## config.mk

```make
export PLATFORM = sky130hd
export DESIGN_NAME = sdram_cmd_issuer
export DESIGN_NICKNAME = d
export VERILOG_FILES = /design/src/rtl/sdc_pkg.sv /design/src/rtl/sdc_bank_timer.sv /design/src/rtl/sdc_cmd_encode.sv /design/src/rtl/sdram_cmd_issuer.sv
export SDC_FILE = /design/constraint.sdc
export NUM_CORES = 1
export LEC_CHECK = 0
export ABC_AREA = 1
export CAP_MARGIN = 20
export CELL_PAD_IN_SITES_DETAIL_PLACEMENT = 0
export CELL_PAD_IN_SITES_GLOBAL_PLACEMENT = 2
export CORE_MARGIN = 2
export CORE_UTILIZATION = 28
export DETAILED_ROUTE_END_ITERATION = 8
export PLACE_DENSITY_LB_ADDON = 0.15
export REMOVE_ABC_BUFFERS = 1
export SLEW_MARGIN = 20
export SYNTH_ARGS = -nofsm -noshare
export SYNTH_HDL_FRONTEND = slang
export SYNTH_HIERARCHICAL = 1
export SYNTH_SLANG_ARGS = --single-unit
```

## constraint.sdc

```tcl
create_clock -name clk -period 3.4 [get_ports clk]
set_input_delay 1.02 -clock clk [delete_from_list [all_inputs] [get_ports clk]]
set_output_delay 1.02 -clock clk [all_outputs]
set_load 0.01 [all_outputs]
```

## src/rtl/sdc_pkg.sv

```systemverilog
package sdc_pkg;

    typedef enum logic [2:0] {
        OP_ACT = 3'd0,
        OP_RD  = 3'd1,
        OP_WR  = 3'd2,
        OP_PRE = 3'd3,
        OP_BST = 3'd4,
        OP_REF = 3'd5,
        OP_LMR = 3'd6
    } op_e;

    // {cs_n, ras_n, cas_n, we_n}
    localparam logic [3:0] PIN_NOP = 4'b0111;
    localparam logic [3:0] PIN_ACT = 4'b0011;
    localparam logic [3:0] PIN_RD  = 4'b0101;
    localparam logic [3:0] PIN_WR  = 4'b0100;
    localparam logic [3:0] PIN_BST = 4'b0110;
    localparam logic [3:0] PIN_PRE = 4'b0010;
    localparam logic [3:0] PIN_REF = 4'b0001;
    localparam logic [3:0] PIN_LMR = 4'b0000;

endpackage

```

## src/rtl/sdc_bank_timer.sv

```systemverilog
module sdc_bank_timer #(
    parameter int CNT_W = 3
) (
    input  logic             clk,
    input  logic             rst_n,
    input  logic             ld,
    input  logic [CNT_W-1:0] ld_val,
    input  logic             set_open,
    input  logic             clr_open,
    output logic             idle,
    output logic             is_open
);

    typedef struct packed {
        logic [CNT_W-1:0] cnt;
        logic             open;
    } st_t;

    st_t st_d, st_q;

    always_comb begin
        st_d = st_q;
        if (ld) begin
            st_d.cnt = ld_val;
        end else if (st_q.cnt != '0) begin
            st_d.cnt = st_q.cnt - 1'b1;
        end
        if (set_open) st_d.open = 1'b1;
        if (clr_open) st_d.open = 1'b0;
    end

    always_ff @(posedge clk) begin
        if (!rst_n) st_q <= '0;
        else        st_q <= st_d;
    end

    assign idle    = (st_q.cnt == '0);
    assign is_open = st_q.open;

    // A new window may only start once the previous one has expired.
    p_load_when_idle_r10: assert property (@(posedge clk) disable iff (!rst_n)
        ld |-> (st_q.cnt == '0));

    // Opening and closing never target the same bank on one edge.
    p_open_close_excl_r4: assert property (@(posedge clk) disable iff (!rst_n)
        !(set_open && clr_open));

    // The open flag only rises when the top loaded a tRCD window.
    p_open_with_window_r4: assert property (@(posedge clk) disable iff (!rst_n)
        $rose(st_q.open) |-> $past(ld));

endmodule

```

## src/rtl/sdc_cmd_encode.sv

```systemverilog
module sdc_cmd_encode
    import sdc_pkg::*;
#(
    parameter int BA_W   = 2,
    parameter int ROW_W  = 12,
    parameter int COL_W  = 9,
    parameter int ADDR_W = 13,
    parameter int AP_BIT = 10
) (
    input  logic [2:0]        op,
    input  logic [BA_W-1:0]   bank,
    input  logic [ROW_W-1:0]  arg,
    input  logic              ap_eff,
    input  logic              pre_all,
    output logic [3:0]        pins,
    output logic [BA_W-1:0]   ba,
    output logic [ADDR_W-1:0] addr
);

    always_comb begin
        pins = PIN_NOP;
        ba   = '0;
        addr = '0;
        case (op_e'(op))
            OP_ACT: begin
                pins              = PIN_ACT;
                ba                = bank;
                addr[ROW_W-1:0]   = arg;
            end
            OP_RD, OP_WR: begin
                pins              = (op_e'(op) == OP_RD) ? PIN_RD : PIN_WR;
                ba                = bank;
                addr[COL_W-1:0]   = arg[COL_W-1:0];
                addr[AP_BIT]      = ap_eff;
            end
            OP_PRE: begin
                pins              = PIN_PRE;
                ba                = pre_all ? '0 : bank;
                addr[AP_BIT]      = pre_all;
            end
            OP_BST: pins = PIN_BST;
            OP_REF: pins = PIN_REF;
            OP_LMR: begin
                pins              = PIN_LMR;
                addr[ROW_W-1:0]   = arg;
            end
            default: pins = PIN_NOP;
        endcase
    end

endmodule

```

## src/rtl/sdram_cmd_issuer.sv

```systemverilog
module sdram_cmd_issuer
    import sdc_pkg::*;
#(
    parameter int NUM_BANKS = 4,
    parameter int ROW_W     = 12,
    parameter int COL_W     = 9,
    parameter int ADDR_W    = 13,
    parameter int AP_BIT    = 10,
    parameter int T_RP      = 3,
    parameter int T_RCD     = 2,
    parameter int BURST_LEN = 4,
    localparam int BA_W     = $clog2(NUM_BANKS)
) (
    input  logic                 clk,
    input  logic                 rst_n,
    input  logic                 cfg_full_page,
    input  logic                 req_valid,
    output logic                 req_ready,
    input  logic [2:0]           req_op,
    input  logic [BA_W-1:0]      req_bank,
    input  logic [ROW_W-1:0]     req_arg,
    input  logic                 req_auto_pre,
    input  logic                 req_all,
    output logic                 sd_cs_n,
    output logic                 sd_ras_n,
    output logic                 sd_cas_n,
    output logic                 sd_we_n,
    output logic [BA_W-1:0]      sd_ba,
    output logic [ADDR_W-1:0]    sd_addr,
    output logic [NUM_BANKS-1:0] bank_open
);

    localparam int AP_HOLD = BURST_LEN + T_RP;
    localparam int CNT_W   = $clog2(AP_HOLD + 1);
    localparam logic [CNT_W-1:0] LD_RCD = CNT_W'(T_RCD - 1);
    localparam logic [CNT_W-1:0] LD_RP  = CNT_W'(T_RP - 1);
    localparam logic [CNT_W-1:0] LD_AP  = CNT_W'(AP_HOLD - 1);

    typedef struct packed {
        logic [3:0]        pins;
        logic [BA_W-1:0]   ba;
        logic [ADDR_W-1:0] addr;
    } out_t;

    out_t out_d, out_q;

    op_e                             op;
    logic                            sel_free, all_free, rdy, fire;
    logic                            ap_eff, pre_all;
    logic [NUM_BANKS-1:0]            bank_idle;
    logic [NUM_BANKS-1:0]            ld, set_open, clr_open;
    logic [NUM_BANKS-1:0][CNT_W-1:0] ld_val;
    logic [3:0]                      enc_pins;
    logic [BA_W-1:0]                 enc_ba;
    logic [ADDR_W-1:0]               enc_addr;

    // Request decode and acceptance
    always_comb begin
        op       = op_e'(req_op);
        sel_free = bank_idle[req_bank];
        all_free = &bank_idle;
        case (op)
            OP_ACT, OP_RD, OP_WR: rdy = sel_free;
            OP_PRE:               rdy = req_all ? all_free : sel_free;
            OP_BST:               rdy = 1'b1;
            OP_REF, OP_LMR:       rdy = all_free;
            default:              rdy = 1'b0;
        endcase
        ap_eff  = (op == OP_RD || op == OP_WR) && req_auto_pre && !cfg_full_page;
        pre_all = (op == OP_PRE) && req_all;
        fire    = req_valid && rdy;
    end

    // Per-bank window loads
    always_comb begin
        for (int i = 0; i < NUM_BANKS; i++) begin
            ld[i]       = 1'b0;
            ld_val[i]   = '0;
            set_open[i] = 1'b0;
            clr_open[i] = 1'b0;
            if (fire) begin
                case (op)
                    OP_ACT: if (req_bank == BA_W'(i)) begin
                        ld[i]       = 1'b1;
                        ld_val[i]   = LD_RCD;
                        set_open[i] = 1'b1;
                    end
                    OP_RD, OP_WR: if (req_bank == BA_W'(i) && ap_eff) begin
                        ld[i]       = 1'b1;
                        ld_val[i]   = LD_AP;
                        clr_open[i] = 1'b1;
                    end
                    OP_PRE: if (req_bank == BA_W'(i) || req_all) begin
                        ld[i]       = 1'b1;
                        ld_val[i]   = LD_RP;
                        clr_open[i] = 1'b1;
                    end
                    default: ;
                endcase
            end
        end
    end

    generate
        for (genvar g = 0; g < NUM_BANKS; g++) begin : g_bank
            sdc_bank_timer #(.CNT_W(CNT_W)) i_timer (
                .clk     (clk),
                .rst_n   (rst_n),
                .ld      (ld[g]),
                .ld_val  (ld_val[g]),
                .set_open(set_open[g]),
                .clr_open(clr_open[g]),
                .idle    (bank_idle[g]),
                .is_open (bank_open[g])
            );
        end
    endgenerate

    sdc_cmd_encode #(
        .BA_W  (BA_W),
        .ROW_W (ROW_W),
        .COL_W (COL_W),
        .ADDR_W(ADDR_W),
        .AP_BIT(AP_BIT)
    ) i_encode (
        .op     (req_op),
        .bank   (req_bank),
        .arg    (req_arg),
        .ap_eff (ap_eff),
        .pre_all(pre_all),
        .pins   (enc_pins),
        .ba     (enc_ba),
        .addr   (enc_addr)
    );

    always_comb begin
        out_d.pins = PIN_NOP;
        out_d.ba   = '0;
        out_d.addr = '0;
        if (fire) begin
            out_d.pins = enc_pins;
            out_d.ba   = enc_ba;
            out_d.addr = enc_addr;
        end
    end

    always_ff @(posedge clk) begin
        if (!rst_n) begin
            out_q.pins <= PIN_NOP;
            out_q.ba   <= '0;
            out_q.addr <= '0;
        end else begin
            out_q <= out_d;
        end
    end

    assign req_ready = rdy;
    assign {sd_cs_n, sd_ras_n, sd_cas_n, sd_we_n} = out_q.pins;
    assign sd_ba   = out_q.ba;
    assign sd_addr = out_q.addr;

    p_nop_when_idle_r2: assert property (@(posedge clk) disable iff (!rst_n)
        !(req_valid && req_ready) |=> ({sd_cs_n, sd_ras_n, sd_cas_n, sd_we_n} == 4'b0111));

    p_full_page_no_ap_r6: assert property (@(posedge clk) disable iff (!rst_n)
        (req_valid && req_ready && cfg_full_page && (req_op == 3'd1 || req_op == 3'd2))
        |=> !sd_addr[AP_BIT]);

    p_stop_never_held_r12: assert property (@(posedge clk) disable iff (!rst_n)
        (req_valid && req_op == 3'd4) |-> req_ready);

    p_single_bank_load_r7: assert property (@(posedge clk) disable iff (!rst_n)
        (fire && !pre_all) |-> ($countones(ld) <= 1));

    p_close_all_closes_r8: assert property (@(posedge clk) disable iff (!rst_n)
        (req_valid && req_ready && req_op == 3'd3 && req_all) |=> (bank_open == '0));

endmodule

```

# After elaboration in Yosys (flattened, before gate mapping)
# Index checks and enable logic that the tools add are counted.
# classes
eq_ne,9
mux,73
bitwise,1
n_reduce_logical,41
add_sub_neg,4
order_cmp,1
# op_table
op,n
$mux W3,16
$pmux W3 S3,4
$mux W1,35
$pmux W4 S6,1
$logic_not A3 Y1,5
$pmux W1 S3,5
$reduce_or A2 Y1,7
$reduce_bool A3 Y1,4
$sub A3 B1 Y3 const B,4
$mux W2,5
$eq A3 B3 Y1 const B,3
$logic_and A1 B1 Y1,8
$pmux W1 S2,4
$reduce_bool A2 Y1,4
$eq A3 B2 Y1 const B,2
$reduce_and A3 Y1,2
$logic_or A1 B1 Y1,5
$eq A2 B2 Y1 const B,2
$pmux W1 S4,1
$pmux W2 S2,1
$reduce_and A4 Y1,1
$reduce_or A4 Y1,1
$eq A3 B1 Y1 const B,1
$lt A2 B3 Y1 const B,1
7 further kinds,7
# totals
wordCells,143
regBits,35
input_bits,23
out_inout_bits,24

# Depth between registers and ports, before layout
# Gate-level depths: netlist of run 1.
# depth
depth_word,9
ltp_mapped,18
mapped_depth_nobuf,17

# By module
# The synthesis of run 1 kept the hierarchy.
# by_module_without_submodules
mod,area_per_inst_um2,instances,cells_each,seq_area_each_um2
sdram_cmd_issuer,967.2,1,157,380.4
sdc_bank_timer,229.0,4,32,80.1
sdc_cmd_encode,227.7,1,53,0.0

# Least setup slack after synthesis of run 1
# No wires, ideal clock.
# synth_path
path_kind,input-to-output
startpoint,input req_op[0]
endpoint,output req_ready
slack_ns,0.835
stages,7
required_time_ns,2.380
t_arrival_ns,1.545
n_path_buf,0
cell_sequence,inv_1 -> nand2_1 -> nand2_1 -> nor2_1 -> nor2_1 -> nand2_1 -> nand2_4
# synth_between
elab_chain_len,3
word_cells_on_any_way,10
classes_between,eq/ne (6); mux (1); reduce/logical (3)
# synth_lines
element,line_no,source
start: declaration,sdram_cmd_issuer.sv:19,"input logic [2:0] req_op,"
"$eq A3 B1 Y1, or another cell as far along",sdram_cmd_issuer.sv:62,case (op)
$reduce_or A3 Y1 (no source line) / $reduce_or A2 Y1 (equally long branches),-,
$pmux W1 S4 (*),sdram_cmd_issuer.sv:62,
end: declaration,sdram_cmd_issuer.sv:18,"output logic req_ready,"
# Mark *: on every way between the ends. The rest lies on a longest branch, timed or not.

# Worst setup path in the final report of run 1
# Ends and elaborated chain as after synthesis.

==> results.cfg, run 1 <==
[power]
p_leak_uw = 0.001403
powerDensity_mw_per_mm2 = 524.8
ir_drop_mv = 0.2585

[grt]
gr-total-overflow = 0
antenna_found_initial = 0
track_usage_pct = 13.51
grt_first_pass_wirelength_um = 8990
grt_pass1_vias = 1942
grt_max_degree = 17

[final_layout]
nets = 442
fillers = 845
fin_cells = 510
layout-drive-gt1-share_pct = 12.17
stdcell_area_mm2 = 0.002928
antenna_cells = 0
area_delta_synth_final_pct = 38.71

[placement]
place.gp.congestion = 0.7903
port_buffers = 46
dp.cells = 503
place_ws_ps = -204.9
dp.final_hpwl_um = 4167
post_dp_cell_area_mm2 = 0.002838

[yosys]
synth_area_leaders = dfxtp_1 33%, nor2_1 15%, inv_1 15%, nand2_1 8.5%, ha_1 4.7%
synth_area_leader_cell = dfxtp_1
synth_common_cells = 86 x nor2_1, 82 x inv_1, 48 x nand2_1
synthSimpleGateAreaFrac_pct = 34.38
netlist_area_mm2 = 0.002111
yosysTopAreaCellShare_pct = 33.20
async_reset_ff_share_pct = 0
yosys-mux-area-fraction_pct = 0
ys_seq_area_share_pct = 33.20
yosys.area_share.adder_pct = 4.742
synth_compound_area_share_pct = 8.417
synth_xor_area_share_pct = 1.660
syn_inst = 338
ys_seq_elements = 35
yosys_warnings = 6
syn_avg_cell_area_um2 = 6.245
synth_top_family_by_area = simple AND/OR/NAND/NOR gates
synth_enable_flop_cells = 0
post-synth-top-count-cell = nor2_1
ys_types = 23
yosys_most_used_dff = dfxtp_1

[sta]
setup_slack_ps = 140.1
slew_headroom_pct = 60.40
setup_viol = 0
period_share_pct = 95.88
fmax_mhz = 306.8
rsz0062_at_grt = false
slew_viol_final = 0
finClkSkew_ps = 8.171
fin_crit_ps = 3260
tightest_slew_ps = 592.2
hold_viol = 0

[floorplan]
io_pins = 47
rows = 31
dieArea_mm2 = 0.008249
core-area_mm2 = 0.007292
initial_utilization_pct = 28.95
die_w_um = 90.83
die_y_um = 90.83

[detailed_routing]
vias_per_cell = 4.045
post-route-drc-count = 0
wire_per_inst_um = 10.18
dr_total_vias = 2063
drtIter0Drc = 63
wl_um = 5192
dr.pass1.iters = 4
ant_nets = 0

[critical_path]
r2r_start = g_bank[3].i_timer/st_q[1]
required_ps = 2380
critPathMaxFanout = 3
crit_type = in2out
cp_slowest_stage_delay_ps = 500
crit_path_frequent_cell = nand2_1
startpoint = req_op[0]
path_cells = clkdlybuf4s50_1 -> nand2_1 -> inv_1 -> nand2_1 -> nor2_1 -> nand2_1 -> nand2_4 -> clkdlybuf4s15_1
cpMaxStageDelayCell = clkdlybuf4s50_1
cp.arrival_ps = 2240
startpoint_type = input pin
crit_path_end_kind = primary output

[run_status]
outcome = finished, final reports clean

[clock_network]
hold_buffers = 0
h-tree-depth = 2
postCtsSetupRepairBufs = 0
clockBufferDepth = 2
cts_tree = yes
numCtsBuffers = 5
root_buffer = clkbuf_8
numClockSinks = 35
clk_pin_slew_worst_paths_ps = 70
clock_latency_ps = 280

[hold_path]
hp-class = reg2reg
min_from = g_bank[2].i_timer/is_open

[flow_run]
drv_cap = 0
-- worst max-delay path: cells and delay by family --
kind	cells	cell delay, ps
AND/OR/NAND/NOR	5	400
buffers and inverters	3	830
-- metal layers --
metal,track usage (%),vias up,part of all wire (%)
met3,3.506,2,4.9
li1,-,1148,-
met1,18.17,879,51
met2,21.21,34,44
met5,0,-,0
met4,4.167,0,0.64
-- metrics by stage --
stage	TNS [ps]	hold slack, ps	total power (uW)	utilization [%]
after floorplan	0	474.2	1042	-
after global placement	-178.3	486.9	1246	38.92
after detailed placement	-204.9	481.7	1248	38.92
after CTS	0	496.1	1566	40.10
after global routing	0	534.1	1689	40.15
final	0	492.6	1536	40.15
-- final cells by class --
class	instances	area, um2	area share (%)
well taps	99	123.9	4.231
repair buffers	70	643.1	21.97
clock buffers	6	82.58	2.821
multi-input cells	212	1046	35.73
clock inverters	1	5.005	0.1709
flip-flops and latches	35	700.7	23.93
inverters	87	326.6	11.15
-- cell families after synthesis --
logic type / Yosys count
DFF: 35
xor gates and xnor gates: 4
buffers and inverters: 92
AOI/OAI and AO/OA: 31
and+or+nand+nor: 167
adders and majority gates: 8
other: 1
-- flip-flops by register name (all words and copies together) (netlist names) --
name / cells
sd_addr: 13
g_bank.i_timer/st_q: 12
g_bank.i_timer/is_open: 4
sd_ba: 2
sd_cas_n: 1
sd_cs_n: 1
sd_ras_n: 1
sd_we_n: 1
-- cells in the final DEF (no fill, tap or decap), types with 2 or more instances in the layout --
| cell type | instances |
|---|---|
| nor2_1 | 86 |
| inv_1 | 82 |
| nand2_1 | 48 |
| clkdlybuf4s50_1 | 44 |
| dfxtp_1 | 35 |
| buf_4 | 24 |
| o21ai_0 | 17 |
| nand4_1 | 12 |
| a21oi_1 | 8 |
| ha_1 | 8 |
| nand3_1 | 7 |
| clkbuf_8 | 6 |
| nor3_1 | 5 |
| inv_2 | 5 |
| nand3_2 | 4 |
| a21oi_2 | 4 |
| xnor2_1 | 4 |
| o21ai_2 | 2 |
| conb_1 | 2 |
-- power breakdown --
| part | switching [uW] | total [uW] | internal [uW] |
|---|---|---|---|
| sequential | 45.9 | 532 | 486 |
| clock | 150 | 309 | 159 |
| combinational | 392 | 695 | 303 |
-- path summary, 6_finish.rpt --
path                                             endpoint  slack [ps]  cells after the start
worst max-delay path                            req_ready         140                      8
worst min-delay path            g_bank[2].i_timer/is_open         490                      2
worst max register to register  g_bank[3].i_timer/st_q[2]         900                     20
worst min register to register  g_bank[2].i_timer/is_open         490                      2
-- repair_timing --
item / 4_1_cts / 5_1_grt
endpoints found under the hold margin: 0 / 0
pin swaps: 0 / 0
gates resized for setup: 1 / 2
endpoints found under the setup margin: 1 / 1
Power figures use the tool's default switching activity.
==> inputs of run 2 (changes only) <==
--- a/config.mk
+++ b/config.mk
@@ -6,6 +6,7 @@
 export NUM_CORES = 1
 export LEC_CHECK = 0
 export ABC_AREA = 1
+export ABC_CLOCK_PERIOD_IN_PS = 3400
 export CAP_MARGIN = 20
 export CELL_PAD_IN_SITES_DETAIL_PLACEMENT = 0
 export CELL_PAD_IN_SITES_GLOBAL_PLACEMENT = 2
==> results of run 2 <==
Same layout as run 1: the final DEF is identical, and so are final timing and power.
==> inputs of run 3 (changes only) <==
--- a/config.mk
+++ b/config.mk
@@ -12,10 +12,11 @@
 export CELL_PAD_IN_SITES_GLOBAL_PLACEMENT = 2
 export CORE_MARGIN = 2
 export CORE_UTILIZATION = 28
+export CTS_BUF_LIST = sky130_fd_sc_hd__clkbuf_16
 export DETAILED_ROUTE_END_ITERATION = 8
+export GPL_TIMING_DRIVEN = 0
 export PLACE_DENSITY_LB_ADDON = 0.15
 export REMOVE_ABC_BUFFERS = 1
-export SLEW_MARGIN = 20
 export SYNTH_ARGS = -nofsm -noshare
 export SYNTH_HDL_FRONTEND = slang
 export SYNTH_HIERARCHICAL = 1
==> run 3 against run 2 <==
Effect of this change:
- final cell count is 4.5% lower
- sequential power about the same
- routed wire length shrank 3.9%
- total power rose by 12%
- first-iteration DRC count up 1.6%
- final area is 3.6% lower
- via count is 2.8% lower
- register-to-register slack worse by 350 ps
==> results.cfg, run 3 (synthesis results as in run 1) <==
[run_status]
outcome = finished, final reports clean

[grt]
gr-total-overflow = 0
grt_max_degree = 21
grt_first_pass_wirelength_um = 8638
antenna_found_initial = 0
track_usage_pct = 12.94
grt_pass1_vias = 1850

[hold_path]
hp-class = reg2reg
min_path_cells = 2

[power]
p_leak_uw = 0.001322
p_sw_uw = 613.8
pwr-share-seq_pct = 30.8
p_int_uw = 1110
p_sw_share_pct = 35.60
powerDensity_mw_per_mm2 = 610.8
power_uw = 1724
comb_power_share_pct = 38.4
p_clk_share_pct = 30.8
ir_drop_mv = 0.2485

[clock_network]
cts_tree = yes
root_buffer = clkbuf_16
numCtsBuffers = 5
clockBufferDepth = 2
h-tree-depth = 2
numClockSinks = 35
cts.repair.resized = 11
postCtsSetupRepairBufs = 0
hold_buffers = 0
clk_pin_slew_worst_paths_ps = 60
clock_latency_ps = 280

[sta]
fmax_mhz = 305.7
hold_viol = 0
setup_viol = 0
slew_viol_final = 0
rsz0062_at_grt = false
fin_crit_ps = 3271
slew_headroom_pct = 55.91
tightest_slew_ps = 659.7
setup_slack_ps = 128.6
period_share_pct = 96.22
finClkSkew_ps = 5.465

[placement]
port_buffers = 46
dp.final_hpwl_um = 3868
place.gp.congestion = 0.7971
place_ws_ps = -454.7

[final_layout]
area_delta_synth_final_pct = 33.73
layout_commonest_cell = nor2_1
largest_reg_flops = 13
mostFrequentLayoutCells = 86 x nor2_1, 81 x inv_1, 47 x nand2_1, 39 x clkdlybuf4s50_1, 35 x dfxtp_1
nets = 418
antenna_cells = 0
layout-drive-gt1-share_pct = 7.732

[critical_path]
r2r_cells = 17
cp.arrival_ps = 2250
cpMaxStageDelayCell = dlygate4sd2_1
crit_path_end_kind = primary output
startpoint_type = input pin
required_ps = 2380
crit_type = in2out
critPathMaxFanout = 7
rrSetupSlack_ps = 550
path_cells = dlygate4sd2_1 -> inv_1 -> nand2_2 -> nand2_1 -> nor2_1 -> nor2_1 -> nand2_1 -> nand2_4 -> dlygate4sd2_1
cp_slowest_stage_delay_ps = 320

[detailed_routing]
vias_per_cell = 4.117
drtIter0Drc = 64
ant_nets = 0
dr_total_vias = 2005
wl_um = 4992
post-route-drc-count = 0
wire_per_inst_um = 10.25
dr.pass1.iters = 4

[flow_run]
drv_cap = 0

[floorplan]
dieArea_mm2 = 0.008249
io_pins = 47
die_y_um = 90.83
rows = 31
die_w_um = 90.83
core-area_mm2 = 0.007292
initial_utilization_pct = 28.95
run 3: changes by cell type in the layout (fill, tap and decap cells not counted), moves of 5 or more:
cell	delta
buf_4	-24
clkbuf_16	+5
clkdlybuf4s50_1	-5
dlygate4sd2_1	+6
clkbuf_8	-6
run 3: final cells by class:
type	count	area, um2
tap	99	123.9
inverter	87	326.6
fill	822	4469
clock buffer	5	125.1
clock inverter	3	43.79
timing repair buffer	46	454.2
multi-input combinational	212	1049
sequential	35	700.7
run 3: final timing paths:
check,start,end
worst max register to register,g_bank[1].i_timer/st_q[1],g_bank[1].i_timer/st_q[2]
worst min register to register,g_bank[1].i_timer/is_open,g_bank[1].i_timer/is_open
worst max-delay path,req_op[0],req_ready
worst min-delay path,g_bank[1].i_timer/is_open,g_bank[1].i_timer/is_open
run 3: power by group through the flow:
stage                     Sequential (uW)  Clock (uW)  Combinational [uW]
after floorplan                       535           0                 508
after global placement                540           0                 678
after detailed placement              541           0                 679
after CTS                             532         549                 679
after global routing                  541         573                 780
final                                 531         531                 663
run 3: worst max-delay path: cells and delay by family:
| family | cells | cell delay (ps) |
|---|---|---|
| buf+inv | 3 | 690 |
| simple gates | 6 | 530 |
run 3: routing by layer:
layer | part of all wire (%) | GRT usage [%] | up-vias | wire length [um]
li1 | - | - | 1102 | -
met1 | 49 | 17.21 | 866 | 2427
met2 | 46 | 20.83 | 32 | 2280
met3 | 4.6 | 3.088 | 5 | 230
met4 | 1.1 | 3.788 | 0 | 53
met5 | 0 | 0 | - | 0
run 3: stage by stage:
step	cells	setup TNS [ps]	utilization, %	hold slack, ps	cell area [um2]
CTS	487	0	38.71	493.2	2823
global placement	479	-4325	36.44	475.9	2658
floorplan	334	0	-	474.2	2073
detailed placement	479	-3621	36.44	482.9	2658
finish	487	0	38.71	490.0	2823
global route	487	0	38.71	508.9	2823
